**config.mk**
```make
export PLATFORM = sky130hd
export DESIGN_NAME = dac_code_remapper
export DESIGN_NICKNAME = d
export VERILOG_FILES = /design/src/rtl/remap_pkg.sv /design/src/rtl/remap_ctrl.sv /design/src/rtl/remap_datapath.sv /design/src/rtl/dac_code_remapper.sv
export SDC_FILE = /design/constraint.sdc
export NUM_CORES = 1
export LEC_CHECK = 0
export ABC_AREA = 1
export BUFFER_PORTS_ARGS = -buffer_cell sky130_fd_sc_hd__buf_2
export CAP_MARGIN = 25
export CORE_ASPECT_RATIO = 0.75
export CORE_MARGIN = 4
export CORE_UTILIZATION = 53
export CTS_CLUSTER_DIAMETER = 200
export DETAILED_ROUTE_END_ITERATION = 6
export PLACE_DENSITY_LB_ADDON = 0.08
export SYNTH_ARGS = -nofsm -noshare
export SYNTH_HDL_FRONTEND = slang
export SYNTH_HIERARCHICAL = 1
export SYNTH_SLANG_ARGS = --single-unit
```
**constraint.sdc**
```tcl
create_clock -name clk -period 6.6 [get_ports clk]
set_input_delay 1.98 -clock clk [delete_from_list [all_inputs] [get_ports clk]]
set_output_delay 1.98 -clock clk [all_outputs]
set_load 0.01 [all_outputs]
```
**src/rtl/remap_pkg.sv**
```systemverilog
package remap_pkg;
  typedef struct packed {
    logic ld1;
    logic ld2;
    logic ld3;
  } stageStrobe_t;
endpackage

```
**src/rtl/remap_ctrl.sv**
```systemverilog
module remap_ctrl
  import remap_pkg::*;
(
  input  logic         clk,
  input  logic         rst,
  input  logic         inValid,
  input  logic         clipNow,
  output stageStrobe_t strb,
  output logic         outValid,
  output logic         errFlag
);
  logic v1, v2;

  always_ff @(posedge clk) begin
    if (rst) begin
      v1 <= 1'b0;
      v2 <= 1'b0;
      outValid <= 1'b0;
      errFlag <= 1'b0;
    end else begin
      v1 <= inValid;
      v2 <= v1;
      outValid <= v2;
      errFlag <= errFlag | (v2 & clipNow);
    end
  end

  always_comb begin
    strb.ld1 = inValid;
    strb.ld2 = v1;
    strb.ld3 = v2;
  end


  latency_chk: assert property (@(posedge clk) disable iff (rst)
    inValid |-> ##3 outValid);


  sticky_chk: assert property (@(posedge clk) disable iff (rst)
    errFlag |=> errFlag);
endmodule

```
**src/rtl/remap_datapath.sv**
```systemverilog
module remap_datapath
  import remap_pkg::*;
#(
  parameter int MSB_W = 5,
  parameter int ISB_W = 4,
  parameter int LSB_W = 5,
  parameter int ERR_W = 8,
  parameter int CFG_W = 10,
  parameter int ADDR_W = 5
) (
  input  logic                    clk,
  input  logic                    rst,
  input  stageStrobe_t            strb,
  input  logic [MSB_W+ISB_W+LSB_W-1:0] codeIn,
  input  logic                    cfgWe,
  input  logic [1:0]              cfgSel,
  input  logic [ADDR_W-1:0]       cfgAddr,
  input  logic [CFG_W-1:0]        cfgData,
  output logic [MSB_W-1:0]        msbCode,
  output logic [ISB_W-1:0]        isbCode,
  output logic [LSB_W-1:0]        lsbCode,
  output logic                    redA,
  output logic                    redB,
  output logic                    clipNow
);
  localparam int CODE_W   = MSB_W + ISB_W + LSB_W;
  localparam int LOW_W    = ISB_W + LSB_W;
  localparam int MSB_N    = 1 << MSB_W;
  localparam int ISB_N    = 1 << ISB_W;
  localparam int LSB_SPAN = 1 << LSB_W;
  localparam int LOW_SPAN = 1 << LOW_W;
  localparam int ISB_TOP  = (ISB_N - 1) * LSB_SPAN;
  localparam int HALF     = LSB_SPAN / 2;
  localparam int LSB_MAX  = LSB_SPAN - 1;
  localparam int ACC_W    = LOW_W + 3;
  localparam int THR_RST  = LSB_MAX;

  logic signed [ERR_W-1:0] msbErr [MSB_N];
  logic signed [ERR_W-1:0] isbErr [ISB_N];
  logic signed [CFG_W-1:0] wr1, wr2;
  logic [CFG_W-1:0]        thr;

  // configuration registers
  always_ff @(posedge clk) begin
    if (rst) begin
      for (int i = 0; i < MSB_N; i++) msbErr[i] <= '0;
      for (int i = 0; i < ISB_N; i++) isbErr[i] <= '0;
      wr1 <= '0;
      wr2 <= '0;
      thr <= CFG_W'(THR_RST);
    end else if (cfgWe) begin
      case (cfgSel)
        2'd0: msbErr[cfgAddr[MSB_W-1:0]] <= $signed(cfgData[ERR_W-1:0]);
        2'd1: isbErr[cfgAddr[ISB_W-1:0]] <= $signed(cfgData[ERR_W-1:0]);
        2'd2: begin
          if (cfgAddr == ADDR_W'(0)) wr1 <= $signed(cfgData);
          else if (cfgAddr == ADDR_W'(1)) wr2 <= $signed(cfgData);
          else if (cfgAddr == ADDR_W'(2)) thr <= cfgData;
        end
        default: ;
      endcase
    end
  end

  // stage 1: upper error removal, borrow, first redundant source
  logic signed [ACC_W-1:0] low0;
  logic [MSB_W-1:0]        cm1;
  logic                    sw1n, clip1n;
  logic signed [ACC_W-1:0] s1Low;
  logic [MSB_W-1:0]        s1Cm;
  logic                    s1Sw1, s1Clip;

  always_comb begin
    cm1 = codeIn[CODE_W-1:LOW_W];
    low0 = $signed(ACC_W'(codeIn[LOW_W-1:0])) - ACC_W'(msbErr[cm1]);
    clip1n = 1'b0;
    sw1n = 1'b0;
    if (low0 < 0) begin
      if (cm1 == '0) begin
        low0 = '0;
        clip1n = 1'b1;
      end else begin
        cm1 = cm1 - 1'b1;
        low0 = low0 + ACC_W'(LOW_SPAN);
      end
    end
    if (low0 > ACC_W'(ISB_TOP)) begin
      sw1n = 1'b1;
      low0 = low0 - ACC_W'(wr1);
    end
  end

  always_ff @(posedge clk) begin
    if (rst) begin
      s1Low <= '0; s1Cm <= '0; s1Sw1 <= 1'b0; s1Clip <= 1'b0;
    end else if (strb.ld1) begin
      s1Low <= low0; s1Cm <= cm1; s1Sw1 <= sw1n; s1Clip <= clip1n;
    end
  end

  // stage 2: round into the middle segment
  logic signed [ACC_W-1:0] rnd, res2;
  logic [ISB_W-1:0]        ci2;
  logic                    clip2n;
  logic signed [ACC_W-1:0] s2Res;
  logic [ISB_W-1:0]        s2Ci;
  logic [MSB_W-1:0]        s2Cm;
  logic                    s2Sw1, s2Clip;

  always_comb begin
    rnd = (s1Low + ACC_W'(HALF)) >>> LSB_W;
    clip2n = s1Clip;
    if (rnd < 0) begin
      ci2 = '0;
      clip2n = 1'b1;
    end else if (rnd > ACC_W'(ISB_N - 1)) begin
      ci2 = '1;
      clip2n = 1'b1;
    end else begin
      ci2 = rnd[ISB_W-1:0];
    end
    res2 = s1Low - $signed(ACC_W'({ci2, LSB_W'(0)}));
  end

  always_ff @(posedge clk) begin
    if (rst) begin
      s2Res <= '0; s2Ci <= '0; s2Cm <= '0; s2Sw1 <= 1'b0; s2Clip <= 1'b0;
    end else if (strb.ld2) begin
      s2Res <= res2; s2Ci <= ci2; s2Cm <= s1Cm; s2Sw1 <= s1Sw1; s2Clip <= clip2n;
    end
  end

  // stage 3: middle error removal, borrow, second redundant source, limit
  logic signed [ACC_W-1:0] cl3;
  logic [ISB_W-1:0]        ci3;
  logic [LSB_W-1:0]        clOut3;
  logic                    sw2n;

  always_comb begin
    cl3 = s2Res - ACC_W'(isbErr[s2Ci]);
    ci3 = s2Ci;
    clipNow = s2Clip;
    sw2n = 1'b0;
    if (cl3 < 0) begin
      if (ci3 == '0) begin
        clipNow = 1'b1;
      end else begin
        ci3 = ci3 - 1'b1;
        cl3 = cl3 + ACC_W'(LSB_SPAN);
      end
    end
    if (cl3 > $signed(ACC_W'(thr))) begin
      sw2n = 1'b1;
      cl3 = cl3 - ACC_W'(wr2);
    end
    if (cl3 < 0) begin
      clOut3 = '0;
      clipNow = 1'b1;
    end else if (cl3 > ACC_W'(LSB_MAX)) begin
      clOut3 = '1;
      clipNow = 1'b1;
    end else begin
      clOut3 = cl3[LSB_W-1:0];
    end
  end

  always_ff @(posedge clk) begin
    if (rst) begin
      msbCode <= '0; isbCode <= '0; lsbCode <= '0; redA <= 1'b0; redB <= 1'b0;
    end else if (strb.ld3) begin
      msbCode <= s2Cm; isbCode <= ci3; lsbCode <= clOut3; redA <= s2Sw1; redB <= sw2n;
    end
  end


  low_window_chk: assert property (@(posedge clk) disable iff (rst)
    (strb.ld2 && !s1Sw1) |-> (s1Low >= 0 && s1Low <= ACC_W'(ISB_TOP)));


  round_chk: assert property (@(posedge clk) disable iff (rst)
    (strb.ld3 && !s2Clip) |-> (s2Res >= -ACC_W'(HALF) && s2Res < ACC_W'(HALF)));


  hold_chk: assert property (@(posedge clk) disable iff (rst)
    !strb.ld3 |=> ($stable(msbCode) && $stable(isbCode) && $stable(lsbCode)
                   && $stable(redA) && $stable(redB)));
endmodule

```
**src/rtl/dac_code_remapper.sv**
```systemverilog
module dac_code_remapper
  import remap_pkg::*;
#(
  parameter int MSB_W = 5,
  parameter int ISB_W = 4,
  parameter int LSB_W = 5,
  parameter int ERR_W = 8,
  parameter int CFG_W = 10,
  localparam int ADDR_W = (MSB_W > ISB_W) ? MSB_W : ISB_W,
  localparam int CODE_W = MSB_W + ISB_W + LSB_W
) (
  input  logic              clk,
  input  logic              rst,
  input  logic              inValid,
  input  logic [CODE_W-1:0] codeIn,
  input  logic              cfgWe,
  input  logic [1:0]        cfgSel,
  input  logic [ADDR_W-1:0] cfgAddr,
  input  logic [CFG_W-1:0]  cfgData,
  output logic              outValid,
  output logic [MSB_W-1:0]  msbCode,
  output logic [ISB_W-1:0]  isbCode,
  output logic [LSB_W-1:0]  lsbCode,
  output logic              redA,
  output logic              redB,
  output logic              errFlag
);
  stageStrobe_t strb;
  logic         clipNow;

  remap_ctrl u_ctrl (
    .clk(clk), .rst(rst), .inValid(inValid), .clipNow(clipNow),
    .strb(strb), .outValid(outValid), .errFlag(errFlag)
  );

  remap_datapath #(
    .MSB_W(MSB_W), .ISB_W(ISB_W), .LSB_W(LSB_W),
    .ERR_W(ERR_W), .CFG_W(CFG_W), .ADDR_W(ADDR_W)
  ) u_dp (
    .clk(clk), .rst(rst), .strb(strb), .codeIn(codeIn),
    .cfgWe(cfgWe), .cfgSel(cfgSel), .cfgAddr(cfgAddr), .cfgData(cfgData),
    .msbCode(msbCode), .isbCode(isbCode), .lsbCode(lsbCode),
    .redA(redA), .redB(redB), .clipNow(clipNow)
  );
endmodule

```
# ---- Word-level counts from Yosys, hierarchy flattened
# Memory sizes are Yosys's and may differ from the RTL's. A register that Yosys moved wholly into a read port is not among the register bits.
# Cells that the tools add are included.
dict set report word_totals {
  ff_bits 92
  mem_bits_rw 384
  input_bits 35
  output_inout_bits 18
  mem_count 2
}
dict set report op_classes {
  addsub 10
  order_cmp 8
  n_eq_ne 4
  n_mux 42
  bitwise 4
  reduce_logical 9
}
# name depth width rd rd_ports_with_merged_regs write_ports line_no
set mem_list {}
lappend mem_list {u_dp.msbErr 32 8 1 0 32 remap_datapath.sv:38} ;# logic signed [ERR_W-1:0] msbErr [MSB_N];
lappend mem_list {u_dp.isbErr 16 8 1 1 16 remap_datapath.sv:39} ;# logic signed [ERR_W-1:0] isbErr [ISB_N];
# cell count
set op_table {}
lappend op_table {{2-to-1 mux 12 bit} 6}
lappend op_table {{subtractor 12 x 10 -> 12 bit} 3}
lappend op_table {{2-to-1 mux 4 bit} 7}
lappend op_table {{2-to-1 mux 5 bit} 5}
lappend op_table {{< comparator 12 x 1 -> 1 bit, second input constant} 2}
lappend op_table {{2-to-1 mux 1 bit} 22}
lappend op_table {{2-to-1 mux 8 bit} 2}
lappend op_table {{OR reduction 8 bit} 2}
lappend op_table {{adder 11 x 11 -> 12 bit, second input constant} 1}
lappend op_table {{adder 12 x 6 -> 12 bit, second input constant} 1}
lappend op_table {{adder 12 x 7 -> 12 bit, second input constant} 1}
lappend op_table {{greater-than comparator 12 x 10 -> 1 bit, second input constant} 1}
lappend op_table {{greater-than comparator 12 x 11 -> 1 bit} 1}
lappend op_table {{greater-than comparator 12 x 6 -> 1 bit, second input constant} 1}
lappend op_table {{subtractor 12 x 8 -> 12 bit} 1}
lappend op_table {{< comparator 11 x 1 -> 1 bit, second input constant} 1}
lappend op_table {{subtractor 10 x 8 -> 11 bit} 1}
lappend op_table {{logical NOT 5 bit} 2}
lappend op_table {{greater-than comparator 7 x 5 -> 1 bit, second input constant} 1}
lappend op_table {{< comparator 7 x 1 -> 1 bit, second input constant} 1}
lappend op_table {{== test 5 x 1 -> 1 bit, second input constant} 1}
lappend op_table {{== test 5 x 2 -> 1 bit, second input constant} 1}
lappend op_table {{AND reduction 5 bit} 1}
lappend op_table {{subtractor 5 x 1 -> 5 bit, second input constant} 1}
lappend op_table {{10 further kinds} 11}

# ---- Logic depth before layout (Yosys ltp)
dict set report logic_depth {
  ltp_word 11
  mapped_depth 39
}

# ---- Modules after synthesis
# The synthesis kept the hierarchy.
# mod n_inst cells_per_inst area_per_inst_um2 seq_area_each_um2
set by_module_without_submodules {}
lappend by_module_without_submodules {remap_datapath 1 2598 23557.6 13372.8}
lappend by_module_without_submodules {remap_ctrl 1 17 146.4 80.1}

# ---- Worst setup path before layout
# Ideal clock, no wire load.
dict set report synth_path {
  path_kind {input port to flip-flop}
  startpoint {in codeIn[9]}
  endpoint {reg u_dp.s1Low[11]}
  setup_time_ps 133
  arrival_time_ps 6728
  slack_ps -261
  cell_stages 36
  cell_sequence {inv_2 > buf_2 > clkbuf_1 > clkbuf_1 > nor2_1 > o22ai_1 > nand2_1 > nand4_1 > o21ai_0 > inv_1 > ha_1 > inv_1 > fa_1 > a21oi_1 > o21bai_2 > nand2_1 > o211ai_1 > a21oi_1 > inv_2 > nand2_4 > nand3_4 > buf_6 > nand2_1 > inv_1 > ha_1 > nand2_1 > nor2_1 > a211oi_1 > o21ai_0 > a21boi_0 > o21ai_0 > a21oi_1 > o21bai_1 > or2_2 > nand3_1 > a31oi_1}
}
dict set report synth_via {
  elab_chain_cells 7
}
# element line_no
set synth_lines {}
lappend synth_lines {{start: declaration} dac_code_remapper.sv:15} ;# input logic [CODE_W-1:0] codeIn,
lappend synth_lines {{memory read (32 x 8 bit)} --}
lappend synth_lines {{subtractor 10 x 8 -> 11 bit} remap_datapath.sv:75} ;# low0 = $signed(ACC_W'(codeIn[LOW_W-1:0])) - ACC_W'(msbErr[cm1]);
lappend synth_lines {{adder 11 x 11 -> 12 bit} remap_datapath.sv:84} ;# low0 = low0 + ACC_W'(LOW_SPAN);
lappend synth_lines {{2-to-1 mux 12 bit} remap_datapath.sv:79} ;# if (cm1 == '0) begin
lappend synth_lines {{2-to-1 mux 12 bit *} remap_datapath.sv:78} ;# if (low0 < 0) begin
lappend synth_lines {{subtractor 12 x 10 -> 12 bit or greater-than comparator 12 x 10 -> 1 bit (tied branches)} {remap_datapath.sv:89, remap_datapath.sv:87}}
lappend synth_lines {{2-to-1 mux 12 bit *} remap_datapath.sv:87} ;# if (low0 > ACC_W'(ISB_TOP)) begin
lappend synth_lines {{end signal: assignment} remap_datapath.sv:97} ;# s1Low <= low0; s1Cm <= cm1; s1Sw1 <= sw1n; s1Clip <= clip1n;
lappend synth_lines {{end: declaration} remap_datapath.sv:69} ;# logic signed [ACC_W-1:0] s1Low;
# Every way passes the cells marked *; elsewhere a longest branch is shown, timed or not.
# A chain may end at the register's enable or synchronous reset.

# ---- Final worst setup path
dict set report layout_path {
  startpoint {in codeIn[9]}
  endpoint {reg u_dp.s1Low[10]}
}
# The elaborated chain is that of the path after synthesis.

==> results.tsv <==
metric	value	unit
run status	complete, no violations	
Initial Util	54.16	%
flops & latches, synth	480	
final worst-path cycle share	95.54	%
top post-synthesis cells by area	edfxtp_1 (49%), nor2_1 (11%), dfxtp_1 (8.1%)	
Syn Nets	2718	
worst relative slew slack	33.31	%
Period minus WS final	6.306	ns
first drt pass iteration count	6	
largest net degree at the start of global routing	65	
CP most frequent cell	nand2_1	
area grow syn2layout	12.42	%
worst stage delay on the critical path	0.40	ns
Root Buffer	clkbuf_16	
fmax	158.6	MHz
Clock Latency Late Sink	0.59	ns
Worst VDD drop	0.2263	mV
Setup crit start kind	primary input	
Hold Crit Class	reg -> reg	
vias per cell	5.852	
via count	19350	
Starting DRT DRC Count	2265	
Num CTS Buffers	48	
PwrDens	318.1	nW/um2
YS warnings	6	
sequential cell area	13450	um2
crit path DAT	6.82	ns
die height	191.2	um
Worst setup EP type	flop	
# nets final	2794	
Finished Layout Cells	3306	
Gate Count Post-Synth	2615	
multi-input logic area	8930	um2
Final Util	60.89	%
overall global routing resource usage	27.94	%
CTS tree	built	
Fill cells	3838	
slew at the pin closest to its max-slew limit	0.9967	ns
# DRC	0	
Post-synth EDFFs	384	
Clock Skews	0.03532	ns
RSZ-0062 raised after global routing	false	
ant diodes	0	
remaining global-route overflow	0	
core box area	43770	um2
Post-CTS Setup Repair Bufs	0	
Post-DP HPWL	46.57	mm
final RePlAce weighted congestion	0.9681	
FFs w/ async S/R, synth	0	%
Slew Limit Fails	0	
FP Rows	66	
mean post-synth cell area	9.065	um2
post-route setup TNS	0	ns
Distinct cells, synth	48	
average wire per cell in the routed design	20.70	um
CTS sink cnt	480	
I/O Pins	53	
Main synth FF type	edfxtp_1	
die width	252.2	um
first-pass GRT wire length	104.1	mm
Fin. Hold Viols	0	
vias in the first global route	17880	
clock buffer depth	3	
Worst Setup SP	codeIn[9]	
Hold Startpoint	u_ctrl/errFlag$_SDFF_PP0_	
placed cells	3219	
Leak	10.80	nW
kind of critical path	in -> reg	
Antenna Nets Post-Route	0	
Worst EP required	7.11	ns
total of max-cap violations	0	
share of cells above drive strength 1	11.14	%
hold slack	0.4581	ns
number of buffers added on ports	52	
CP max stage cell	fa_1	
WL final	68.45	mm
Pwr Total	8.478	mW
Final setup viols	0	
initial antenna violation count	0	
Crit Path Max Fanout	36	
H-tree depth	2	
Seq/Total Area, Yosys	56.75	%
Synth top area share	48.65	%
largest area contributor in the netlist	edfxtp_1	
post-synthesis cell area	23700	um2
Reg clk slew, reported paths	0.06	ns
total die area	48210	um2
==> kinds of logic after synthesis <==
| group | Yosys count | synth area share [%] |
|---|---|---|
| flops | 480 | 56.75 |
| simple gates | 1161 | 19.68 |
| compound gates | 521 | 12.60 |
| buf+inv | 344 | 5.701 |
| xor+xnor | 41 | 1.515 |
| fa+ha+maj | 68 | 3.748 |
==> layout make-up <==
class / count / area share [%]
tap: 578 / 2.714
clock buffer: 58 / 4.723
sequential: 480 / 50.49
multi-input combinational: 1791 / 33.51
timing repair buffer: 175 / 4.714
clock inverter: 29 / 1.089
inverter: 195 / 2.761
==> metrics by stage <==
step | worst slack [ns] | instance area (um2)
after floorplan | 0.02466 | 23720
after detailed placement | -0.2099 | 25080
final | 0.2940 | 26650
after global routing | 0.003283 | 26650
after global placement | -0.05331 | 25080
after CTS | 0.3539 | 26630
==> layer usage <==
layer  GRT usage (%)  wire [um]  vias up
li1                -          -     9052
met1           44.68      32250     9268
met2           39.02      27500      930
met3           6.542       7626       97
met4           5.048       1071        0
met5               0          0        -
==> synth_stat cells (7+ instances only) <==
library cell	number
nor2_1	676
edfxtp_1	384
nand2_1	336
o21ai_0	261
inv_1	177
clkbuf_1	131
a21oi_1	96
dfxtp_1	96
nand3_1	91
ha_1	63
o221ai_1	49
o22ai_1	45
xor2_1	31
o21ai_1	21
o211ai_1	20
nand4_1	16
inv_2	13
nor3_1	11
xnor2_1	10
buf_4	7
==> report_power, final <==
group          switching (mW)  leakage [nW]  internal [mW]  total, mW
sequential             0.0799          4.43           3.43       3.51
clock                    1.18         0.746           1.56       2.74
combinational            1.42          5.63          0.807       2.23
total                    2.68          10.8           5.79       8.48
==> flip-flops by register name, summed over array words and instances (netlist names), 5 cells and up, named ones only <==
register      count
u_dp/msbErr     256
u_dp/isbErr     128
u_dp/s1Low       12
u_dp/s2Res       12
u_dp/thr         10
u_dp/wr1         10
u_dp/wr2         10
u_dp/lsbCode      5
u_dp/msbCode      5
u_dp/s1Cm         5
u_dp/s2Cm         5
==> critical path, delay by kind of cell <==
family	cells	cell delay, ns
simple gates	14	1.15
fa+ha+maj	4	1.11
compound gates	10	1.64
xor+xnor	1	0.17
buf+inv	8	0.74
==> worst paths after layout <==
| kind | to | slack (ns) | depth (start not counted) |
|---|---|---|---|
| worst max register to register | u_dp/lsbCode[1]$_SDFFE_PP0P_ | 0.80 | 31 |
| worst min-delay path | u_ctrl/errFlag$_SDFF_PP0_ | 0.46 | 2 |
| worst min register to register | u_ctrl/errFlag$_SDFF_PP0_ | 0.46 | 2 |
| worst max-delay path | u_dp/s1Low[10]$_SDFFE_PP0P_ | 0.29 | 37 |
==> repair_timing <==
action	CTS	global route
gates resized for setup	0	5
hold buffers	0	0
endpoints found under the setup margin	0	2
==> cell usage in the layout, fill, tap and decap left out, types with 3 or more instances in the layout <==
cell type     n
nand4_1      16
nor2_2        3
nand3b_1      5
a211oi_1      3
buf_2        51
o21ai_1      22
a21oi_2       7
fa_1          5
nand2_1     336
bufinv_16     5
o21ai_0     260
xnor2_1      10
ha_1         63
clkinv_1     11
buf_12        5
a21o_1        5
or2_2         5
o211ai_1     20
dfxtp_1      95
inv_1       172
inv_2        19
nand2_2       5
a21oi_1      94
clkbuf_1      8
nand3_1      91
nor2_1      676
xor2_1       31
edfxtp_1    384
nor3_1       10
o22ai_1      45
nand3_2       3
clkbuf_16    48
buf_4       117
o221ai_1     49
a31oi_1       4
clkinv_2      9
clkinvlp_4    4
Power figures use the tool's default switching activity.
